File: src/rtl/lrc_pkg.sv
package lrc_pkg;
    localparam int unsigned LRC_AW = 32;

    typedef enum logic [1:0] {
        OP_INV   = 2'd0,
        OP_CLEAN = 2'd1,
        OP_FLUSH = 2'd2,
        OP_RSVD  = 2'd3
    } op_e;

    typedef enum logic [1:0] {
        K_LINE_CI   = 2'd0,
        K_CLEAN_RNG = 2'd1,
        K_INV_RNG   = 2'd2,
        K_NONE      = 2'd3
    } kind_e;

    typedef enum logic [2:0] {
        S_IDLE, S_HEAD, S_TAIL, S_CH_A, S_CH_B, S_FIN
    } state_e;

    typedef struct packed {
        logic              empty;
        logic              head_pend;
        logic [LRC_AW-1:0] head_addr;
        logic              tail_pend;
        logic [LRC_AW-1:0] tail_addr;
        logic [LRC_AW:0]   cur;
        logic [LRC_AW:0]   stop;
    } plan_t;

    function automatic logic [LRC_AW:0] min2(input logic [LRC_AW:0] a,
                                             input logic [LRC_AW:0] b);
        return (a < b) ? a : b;
    endfunction
endpackage

File: src/rtl/lrc_align.sv
module lrc_align
    import lrc_pkg::*;
#(
    parameter int unsigned LINE_BYTES = 32
) (
    input  op_e               op,
    input  logic              wt,
    input  logic [LRC_AW-1:0] start_a,
    input  logic [LRC_AW-1:0] end_a,
    output plan_t             plan
);
    localparam int unsigned LSB = $clog2(LINE_BYTES);
    localparam logic [LRC_AW:0] LINE_W = (LRC_AW+1)'(LINE_BYTES);

    logic              head_mis, tail_mis, same_line, raw_empty;
    logic [LRC_AW:0]   s_dn, s_up, e_dn, e_up;

    always_comb begin
        head_mis  = |start_a[LSB-1:0];
        tail_mis  = |end_a[LSB-1:0];
        same_line = (start_a[LRC_AW-1:LSB] == end_a[LRC_AW-1:LSB]);
        raw_empty = (start_a >= end_a);
        s_dn = {1'b0, start_a[LRC_AW-1:LSB], {LSB{1'b0}}};
        e_dn = {1'b0, end_a[LRC_AW-1:LSB], {LSB{1'b0}}};
        s_up = head_mis ? s_dn + LINE_W : s_dn;
        e_up = tail_mis ? e_dn + LINE_W : e_dn;

        plan = '0;
        plan.head_addr = s_dn[LRC_AW-1:0];
        plan.tail_addr = e_dn[LRC_AW-1:0];
        plan.empty = raw_empty || (op == OP_RSVD) || (op == OP_CLEAN && wt);
        if (op == OP_INV) begin
            plan.cur       = s_up;
            plan.stop      = e_dn;
            plan.head_pend = head_mis;
            plan.tail_pend = tail_mis && !(head_mis && same_line);
        end else begin
            plan.cur  = s_dn;
            plan.stop = e_up;
        end
        if (plan.empty) begin
            plan.head_pend = 1'b0;
            plan.tail_pend = 1'b0;
        end
    end
endmodule

File: src/rtl/lrc_limit.sv
module lrc_limit
    import lrc_pkg::*;
#(
    parameter int unsigned MAX_BYTES  = 1024,
    parameter int unsigned PAGE_BYTES = 4096
) (
    input  logic [LRC_AW:0] cur,
    input  logic [LRC_AW:0] stop,
    output logic [LRC_AW:0] lim
);
    localparam logic [LRC_AW:0] MAX_W  = (LRC_AW+1)'(MAX_BYTES);
    localparam logic [LRC_AW:0] PMASK  = (LRC_AW+1)'(PAGE_BYTES - 1);
    localparam logic [LRC_AW:0] ONE_W  = (LRC_AW+1)'(1);

    logic [LRC_AW:0] cap, page_nx;

    always_comb begin
        cap     = cur + MAX_W;
        page_nx = (cur | PMASK) + ONE_W;
        lim     = min2(min2(stop, cap), page_nx);
    end
endmodule

File: src/rtl/lrc_chunker.sv
module lrc_chunker
    import lrc_pkg::*;
#(
    parameter int unsigned LINE_BYTES = 32,
    parameter int unsigned MAX_BYTES  = 1024,
    parameter int unsigned PAGE_BYTES = 4096
) (
    input  logic              clk,
    input  logic              rst,
    input  logic              req_valid,
    output logic              req_ready,
    input  logic [1:0]        req_op,
    input  logic [LRC_AW-1:0] req_start,
    input  logic [LRC_AW-1:0] req_end,
    input  logic              wt_override,
    output logic              cmd_valid,
    output logic [1:0]        cmd_kind,
    output logic [LRC_AW-1:0] cmd_start,
    output logic [LRC_AW-1:0] cmd_end,
    input  logic              cmd_done,
    output logic              done
);
    localparam logic [LRC_AW:0] LINE_W = (LRC_AW+1)'(LINE_BYTES);

    state_e            state_q, state_d;
    op_e               op_q;
    logic              wt_q;
    logic              tail_pend_q;
    logic [LRC_AW-1:0] head_addr_q, tail_addr_q;
    logic [LRC_AW:0]   cur_q, stop_q, lim, lim_last;
    plan_t             plan;
    logic              accept, split, has_mid, ack;
    kind_e             kind_c;

    lrc_align #(.LINE_BYTES(LINE_BYTES)) u_align (
        .op      (op_e'(req_op)),
        .wt      (wt_override),
        .start_a (req_start),
        .end_a   (req_end),
        .plan    (plan)
    );

    lrc_limit #(.MAX_BYTES(MAX_BYTES), .PAGE_BYTES(PAGE_BYTES)) u_limit (
        .cur  (cur_q),
        .stop (stop_q),
        .lim  (lim)
    );

    always_comb begin
        accept   = req_valid && (state_q == S_IDLE);
        split    = (op_q == OP_FLUSH) && !wt_q;
        has_mid  = cur_q < stop_q;
        ack      = cmd_valid && cmd_done;
        lim_last = lim - LINE_W;
    end

    always_comb begin
        state_d = state_q;
        unique case (state_q)
            S_IDLE: if (accept) begin
                if (plan.empty)                 state_d = S_FIN;
                else if (plan.head_pend)        state_d = S_HEAD;
                else if (plan.tail_pend)        state_d = S_TAIL;
                else if (plan.cur < plan.stop)  state_d = S_CH_A;
                else                            state_d = S_FIN;
            end
            S_HEAD: if (ack) begin
                if (tail_pend_q)  state_d = S_TAIL;
                else if (has_mid) state_d = S_CH_A;
                else              state_d = S_FIN;
            end
            S_TAIL: if (ack) state_d = has_mid ? S_CH_A : S_FIN;
            S_CH_A: if (ack) begin
                if (split)             state_d = S_CH_B;
                else if (lim < stop_q) state_d = S_CH_A;
                else                   state_d = S_FIN;
            end
            S_CH_B: if (ack) state_d = (lim < stop_q) ? S_CH_A : S_FIN;
            S_FIN:  state_d = S_IDLE;
            default: state_d = S_IDLE;
        endcase
    end

    always_ff @(posedge clk) begin
        if (rst) begin
            state_q     <= S_IDLE;
            op_q        <= OP_INV;
            wt_q        <= 1'b0;
            tail_pend_q <= 1'b0;
            head_addr_q <= '0;
            tail_addr_q <= '0;
            cur_q       <= '0;
            stop_q      <= '0;
        end else begin
            state_q <= state_d;
            if (accept) begin
                op_q        <= op_e'(req_op);
                wt_q        <= wt_override;
                tail_pend_q <= plan.tail_pend;
                head_addr_q <= plan.head_addr;
                tail_addr_q <= plan.tail_addr;
                cur_q       <= plan.cur;
                stop_q      <= plan.stop;
            end else if (ack && ((state_q == S_CH_A && !split) || state_q == S_CH_B)) begin
                cur_q <= lim;
            end
        end
    end

    always_comb begin
        unique case (state_q)
            S_HEAD, S_TAIL: kind_c = K_LINE_CI;
            S_CH_A:         kind_c = (op_q == OP_CLEAN || split) ? K_CLEAN_RNG : K_INV_RNG;
            S_CH_B:         kind_c = K_INV_RNG;
            default:        kind_c = K_NONE;
        endcase
    end

    always_comb begin
        req_ready = (state_q == S_IDLE);
        done      = (state_q == S_FIN);
        cmd_valid = (kind_c != K_NONE);
        cmd_kind  = kind_c;
        unique case (state_q)
            S_HEAD: begin
                cmd_start = head_addr_q;
                cmd_end   = head_addr_q;
            end
            S_TAIL: begin
                cmd_start = tail_addr_q;
                cmd_end   = tail_addr_q;
            end
            S_CH_A, S_CH_B: begin
                cmd_start = cur_q[LRC_AW-1:0];
                cmd_end   = lim_last[LRC_AW-1:0];
            end
            default: begin
                cmd_start = '0;
                cmd_end   = '0;
            end
        endcase
    end
endmodule

File: config.mk
export PLATFORM = sky130hd
export DESIGN_NAME = lrc_chunker
export DESIGN_NICKNAME = d
export VERILOG_FILES = /design/src/rtl/lrc_pkg.sv /design/src/rtl/lrc_align.sv /design/src/rtl/lrc_limit.sv /design/src/rtl/lrc_chunker.sv
export SDC_FILE = /design/constraint.sdc
export NUM_CORES = 1
export LEC_CHECK = 0
export BUFFER_PORTS_ARGS = -buffer_cell sky130_fd_sc_hd__clkbuf_2
export CAP_MARGIN = 5
export CORE_MARGIN = 8
export CORE_UTILIZATION = 50
export CTS_BUF_LIST = sky130_fd_sc_hd__clkbuf_4 sky130_fd_sc_hd__clkbuf_8
export DETAILED_ROUTE_END_ITERATION = 8
export PLACE_DENSITY = 0.75
export SETUP_SLACK_MARGIN = 0.4
export SLEW_MARGIN = 0
export SYNTH_ARGS = -nofsm -noshare
export SYNTH_HDL_FRONTEND = slang
export SYNTH_SLANG_ARGS = --single-unit
File: constraint.sdc
create_clock -name clk -period 11.3 [get_ports clk]
set_clock_uncertainty 0.05 [all_clocks]
set_input_delay 1.13 -clock clk [delete_from_list [all_inputs] [get_ports clk]]
set_output_delay 1.13 -clock clk [all_outputs]
set_load 0.02 [all_outputs]
# Word level (Yosys, flattened, before mapping)
# Cells that the tools add are included.
[word_totals]
reg_bits = 127
wordCells = 87
[classes]
add_sub_neg = 5
order_cmp = 6
eq_ne = 16
muxes = 29
n_reduce_logical = 23
[ops]
columns = ["op", "n"]
rows = [
  ["$mux 33", 6],
  ["$pmux 32 s3", 2],
  ["$lt 33x33->1", 5],
  ["$add 32x6->33 const B", 2],
  ["$mux 66", 1],
  ["$mux 3", 13],
  ["$add 33x1->33 const B", 1],
  ["$add 33x11->33 const B", 1],
  ["$ge 32x32->1", 1],
  ["$sub 32x6->32 const B", 1],
  ["$eq 27x27->1", 1],
  ["$pmux 3 s5", 1],
  ["$ne 2x2->1 const B", 5],
  ["$reduce_or 5->1", 2],
  ["$logic_and 1x1->1", 8],
  ["$eq 3x2->1 const B", 2],
  ["$eq 3x3->1 const B", 2],
  ["$pmux 2 s3", 1],
  ["$reduce_and 5->1", 1],
  ["$eq 2x1->1 const B", 2],
  ["$eq 2x2->1 const B", 2],
  ["$logic_or 1x1->1", 4],
  ["$mux 1", 4],
  ["$reduce_or 2->1", 2],
  ["other kinds (7)", 9],
]

# Longest topological paths before layout
[logic_depth]
ltp_word = 11
ltp_mapped = 42
depth_no_buf = 36

# Cells and area by module
# Synthesis repeated with hierarchy kept, for this count alone.
[unflattened]
hier_cells = 2115
area_unflattened_um2 = 15079.5
[by_module_without_submodules]
columns = ["mod", "instances", "cells_per_inst", "area_per_inst_um2", "seq_area_each_um2"]
rows = [
  ["lrc_chunker", 1, 1332, 9574.2, 2742.6],
  ["lrc_limit", 1, 426, 2964.1, 0.0],
  ["lrc_align", 1, 357, 2541.2, 0.0],
]

# Worst setup path before layout
# No wires, ideal clock.
[synth_timing]
kind = "register -> output"
from = "register cur_q[13]"
to = "output cmd_end[31]"
arrival_ps = 7495
required_ps = 10120
slack_ps = 2625
path_stages_with_launch = 37
path_cell_list = "dfxtp_1 ha_1 nand3_1 nor2_1 nand3_1 nor4_1 and2_1 nand3_1 xor2_1 ha_1 nand2_1 nor4_2 nand3_1 and3_1 clkbuf_1 nand2_1 clkbuf_1 clkbuf_1 a21oi_1 ha_1 o211ai_1 a21o_1 a21oi_1 o21ai_4 nand2_2 clkbuf_1 nor2_1 inv_1 ha_1 inv_1 a311oi_1 nand4bb_1 buf_2 nor4_4 nand4b_1 xor2_1 o22ai_1"
[synth_via]
elab_chain_len = 7
[synth_rtl]
columns = ["item", "line_no", "text"]
rows = [
  ["start: declaration", "lrc_chunker.sv:30", "logic [LRC_AW:0] cur_q, stop_q, lim, lim_last;"],
  ["start signal: assignment", "lrc_chunker.sv:102", "cur_q <= plan.cur;"],
  ["start signal: assignment", "lrc_chunker.sv:105", "cur_q <= lim;"],
  ["$add 33x11->33", "lrc_limit.sv:18", "cap = cur + MAX_W;"],
  ["$lt 33x33->1", "lrc_pkg.sv:34", "return (a < b) ? a : b;"],
  ["$mux 33", "lrc_pkg.sv:34", ""],
  ["$lt 33x33->1", "lrc_pkg.sv:34", ""],
  ["$mux 33 (*)", "lrc_pkg.sv:34", ""],
  ["$sub 32x6->32 (*)", "lrc_chunker.sv:54", "lim_last = lim - LINE_W;"],
  ["$pmux 32 s3 (*)", "lrc_chunker.sv:124", "unique case (state_q)"],
  ["end: declaration", "lrc_chunker.sv:19", "output logic [LRC_AW-1:0] cmd_end,"],
]
# Mark *: on every way between the ends. The rest lies on a longest branch, timed or not.

# Final worst setup path
[layout_timing]
from = "register cur_q[12]"
to = "output cmd_end[19]"
# Same word-level chain as after synthesis.

==> results.cfg <==
[run_status]
status = finished clean

[layout]
register_area_mm2 = 0.00244
stdcell_count = 2175
fin_nets = 2070
fillCellCount = 2464
layout_commonest_cell = nand2_1
area_growth_pct = 9.43
multiInputGateArea_mm2 = 0.00965
n_antenna_cell = 0
mostFrequentLayoutCells = nand2_1, a21oi_1, ha_1, clkbuf_2, dfxtp_1
drive_gt1_share_pct = 12.7

[clock_network]
root_buffer = clkbuf_8
cts.sinks = 122
cts_made_buffers = 17
clk_path_buf_depth = 2
clock_latency_ns = 0.47
htreeDepth = 4
holdBufCountCts = 0
clk_pin_slew_ns = 0.08
cts_tree = done

[setup_path]
cp-end-kind = output port
start_kind = register
cp.required_ns = 10.12
timing.critical_path.mode_cell = ha_1
cp_max_fo = 17
critical_path_class = register to output port
max_stage_delay_ns = 0.62
arrival_ns = 8.98
cp_slowest_cell = dfxtp_1

[floorplan]
core_mm2 = 0.0253
die_height_um = 176
die_area_mm2 = 0.0311
rows = 58
die_x_um = 176
io_pins = 140
start_util_pct = 50.9

[sta]
hold_viol = 0
totalNegativeSetupSlack_ns = 0
slew_headroom_pct = 18.0
setup_viol = 0
tightestPinTransition_ns = 1.22
rsz0062_at_grt = no
fmax_ghz = 0.0984
fin_crit_sh_pct = 89.9
slew_viol_final = 0
period_needed_ns = 10.16

[global_routing]
gr-usage-all-layers_pct = 29.2
antenna_found_initial = 0
grtUsageMet2_pct = 43.3
grt_max_degree = 75
grt_overflow_total = 0
grt_pass1_vias = 12800
use_met3_pct = 4.91
met1_usage_pct = 42.0
grt-busiest-layer = met2
grt_first_pass_wirelength_um = 72700

[logic_synthesis]
netlist_instances = 1763
synth_nets = 2001
async_flop_share_pct = 0
yosys.area.top_type_share_pct = 19.0
yosys.area.top_type = dfxtp_1
synth_flop_cell = dfxtp_1
ys_seq_area_share_pct = 19.0
synth_cell_types = 85
syn_area_per_cell_um2 = 7.30
synth_edf_count = 0
ys_ff_latch = 122
synth.area.top_cells = dfxtp_1, ha_1, nand2_1
yosys_warnings = 0
syn_area_mm2 = 0.0129

[place]
place.gp.congestion = 0.962
numPortBuffers = 139
dp_hpwl_um = 36700
dp_cells = 2143

[flow_run]
max-cap-violations = 0

[worst_hold_path]
min_path_type = register to register

[detailed_routing]
routed_wirelength_um = 47000
ant_nets = 0
first_iter_violations = 1702
dr.pass1.iters = 7
wire_per_inst_um = 21.6
num_vias = 13900
drc = 0
via_per_inst = 6.41
[layout make-up]
| type | instances | area share (%) |
|---|---|---|
| Clock buffer | 18 | 1.76 |
| Clock inverter | 14 | 1.00 |
| Inverter | 92 | 2.45 |
| Multi-Input combinational cell | 1442 | 68.6 |
| Sequential cell | 122 | 17.4 |
| Tap cell | 330 | 2.93 |
| Timing Repair Buffer | 157 | 5.92 |
[repair_timing]
item	CTS	global route
buffers inserted	0	0
resized for setup	0	3
hold endpoints to repair	0	0
setup endpoints to repair	0	13
[per-stage QoR]
stage | cell area (um^2) | utilization (%) | hold slack (ns) | worst slack (ns)
4_1_cts | 14100 | 55.7 | 0.409 | 0.939
2_1_floorplan | 12900 | - | 0.386 | 2.63
6_report | 14100 | 55.8 | 0.408 | 1.14
3_3_place_gp | 13700 | 54.2 | 0.392 | 1.75
5_1_grt | 14100 | 55.8 | 0.425 | 0.375
3_5_place_dp | 13700 | 54.2 | 0.397 | 1.49
[cells in the mapped netlist (all sizes together) (3+ instances only)]
master and n:
a211o 3, a211oi 44, a21boi 5, a21o 30, a21oi 182, a221oi 5, a222oi 5, a22oi 43
a311oi 4, a31o 6, a31oi 9, and2 27, and3 22, and4 4, buf 18, clkbuf 89
dfxtp 122, ha 167, inv 92, mux2i 25, nand2 262, nand2b 7, nand3 62, nand3b 4
nand4 42, nor2 115, nor2b 13, nor3 30, nor4 14, o211ai 9, o21a 19, o21ai 77
o221ai 9, o22ai 31, o31ai 5, o32a 3, or2 5, or3 5, or4 5, xnor2 86
xor2 32
[per-layer routing]
metal / routed length (um) / vias to the layer above
met2: 20000 / 824
met3: 5000 / 82
met1: 20600 / 6544
li1: - / 6490
met5: 0 / -
met4: 1290 / 0
[state kept, by name, indices dropped and copies added (netlist names)]
signal,count
wt_q,1
stop_q,28
cur_q,33
tail_addr_q,27
state_q,3
head_addr_q,27
tail_pend_q,1
op_q,2
[path summary, 6_finish.rpt]
| kind | startpoint | to | slack (ns) | cells after the start |
|---|---|---|---|---|
| max reg2reg | cur_q[12] | state_q[1] | 1.61 | 35 |
| min reg2reg | head_addr_q[19] | head_addr_q[19] | 0.41 | 2 |
| min | head_addr_q[19] | head_addr_q[19] | 0.41 | 2 |
| max | cur_q[12] | cmd_end[19] | 1.14 | 33 |
[worst max-delay path, delay by kind of cell, from the launching register on]
| kind | cells | cell delay [ns] |
|---|---|---|
| AND/OR/NAND/NOR | 15 | 3.64 |
| AO/OA/AOI/OAI | 7 | 1.91 |
| adder cells (fa/ha/maj) | 4 | 1.21 |
| flip-flops | 1 | 0.62 |
| buffers and inverters | 4 | 0.59 |
| XOR/XNOR | 2 | 0.43 |
| multiplexers | 1 | 0.11 |
[kinds of logic after synthesis]
group	Yosys count	synth area share (%)
compound gates	507	25.6
xor+xnor	118	8.03
fa+ha+maj	167	16.2
buf+inv	199	6.17
flops	122	19.0
mux	27	2.12
simple gates	623	22.8
Power is left out: the tool's default activity adds up to more than one toggle a clock period on the data nets, which glitch-free logic cannot reach.
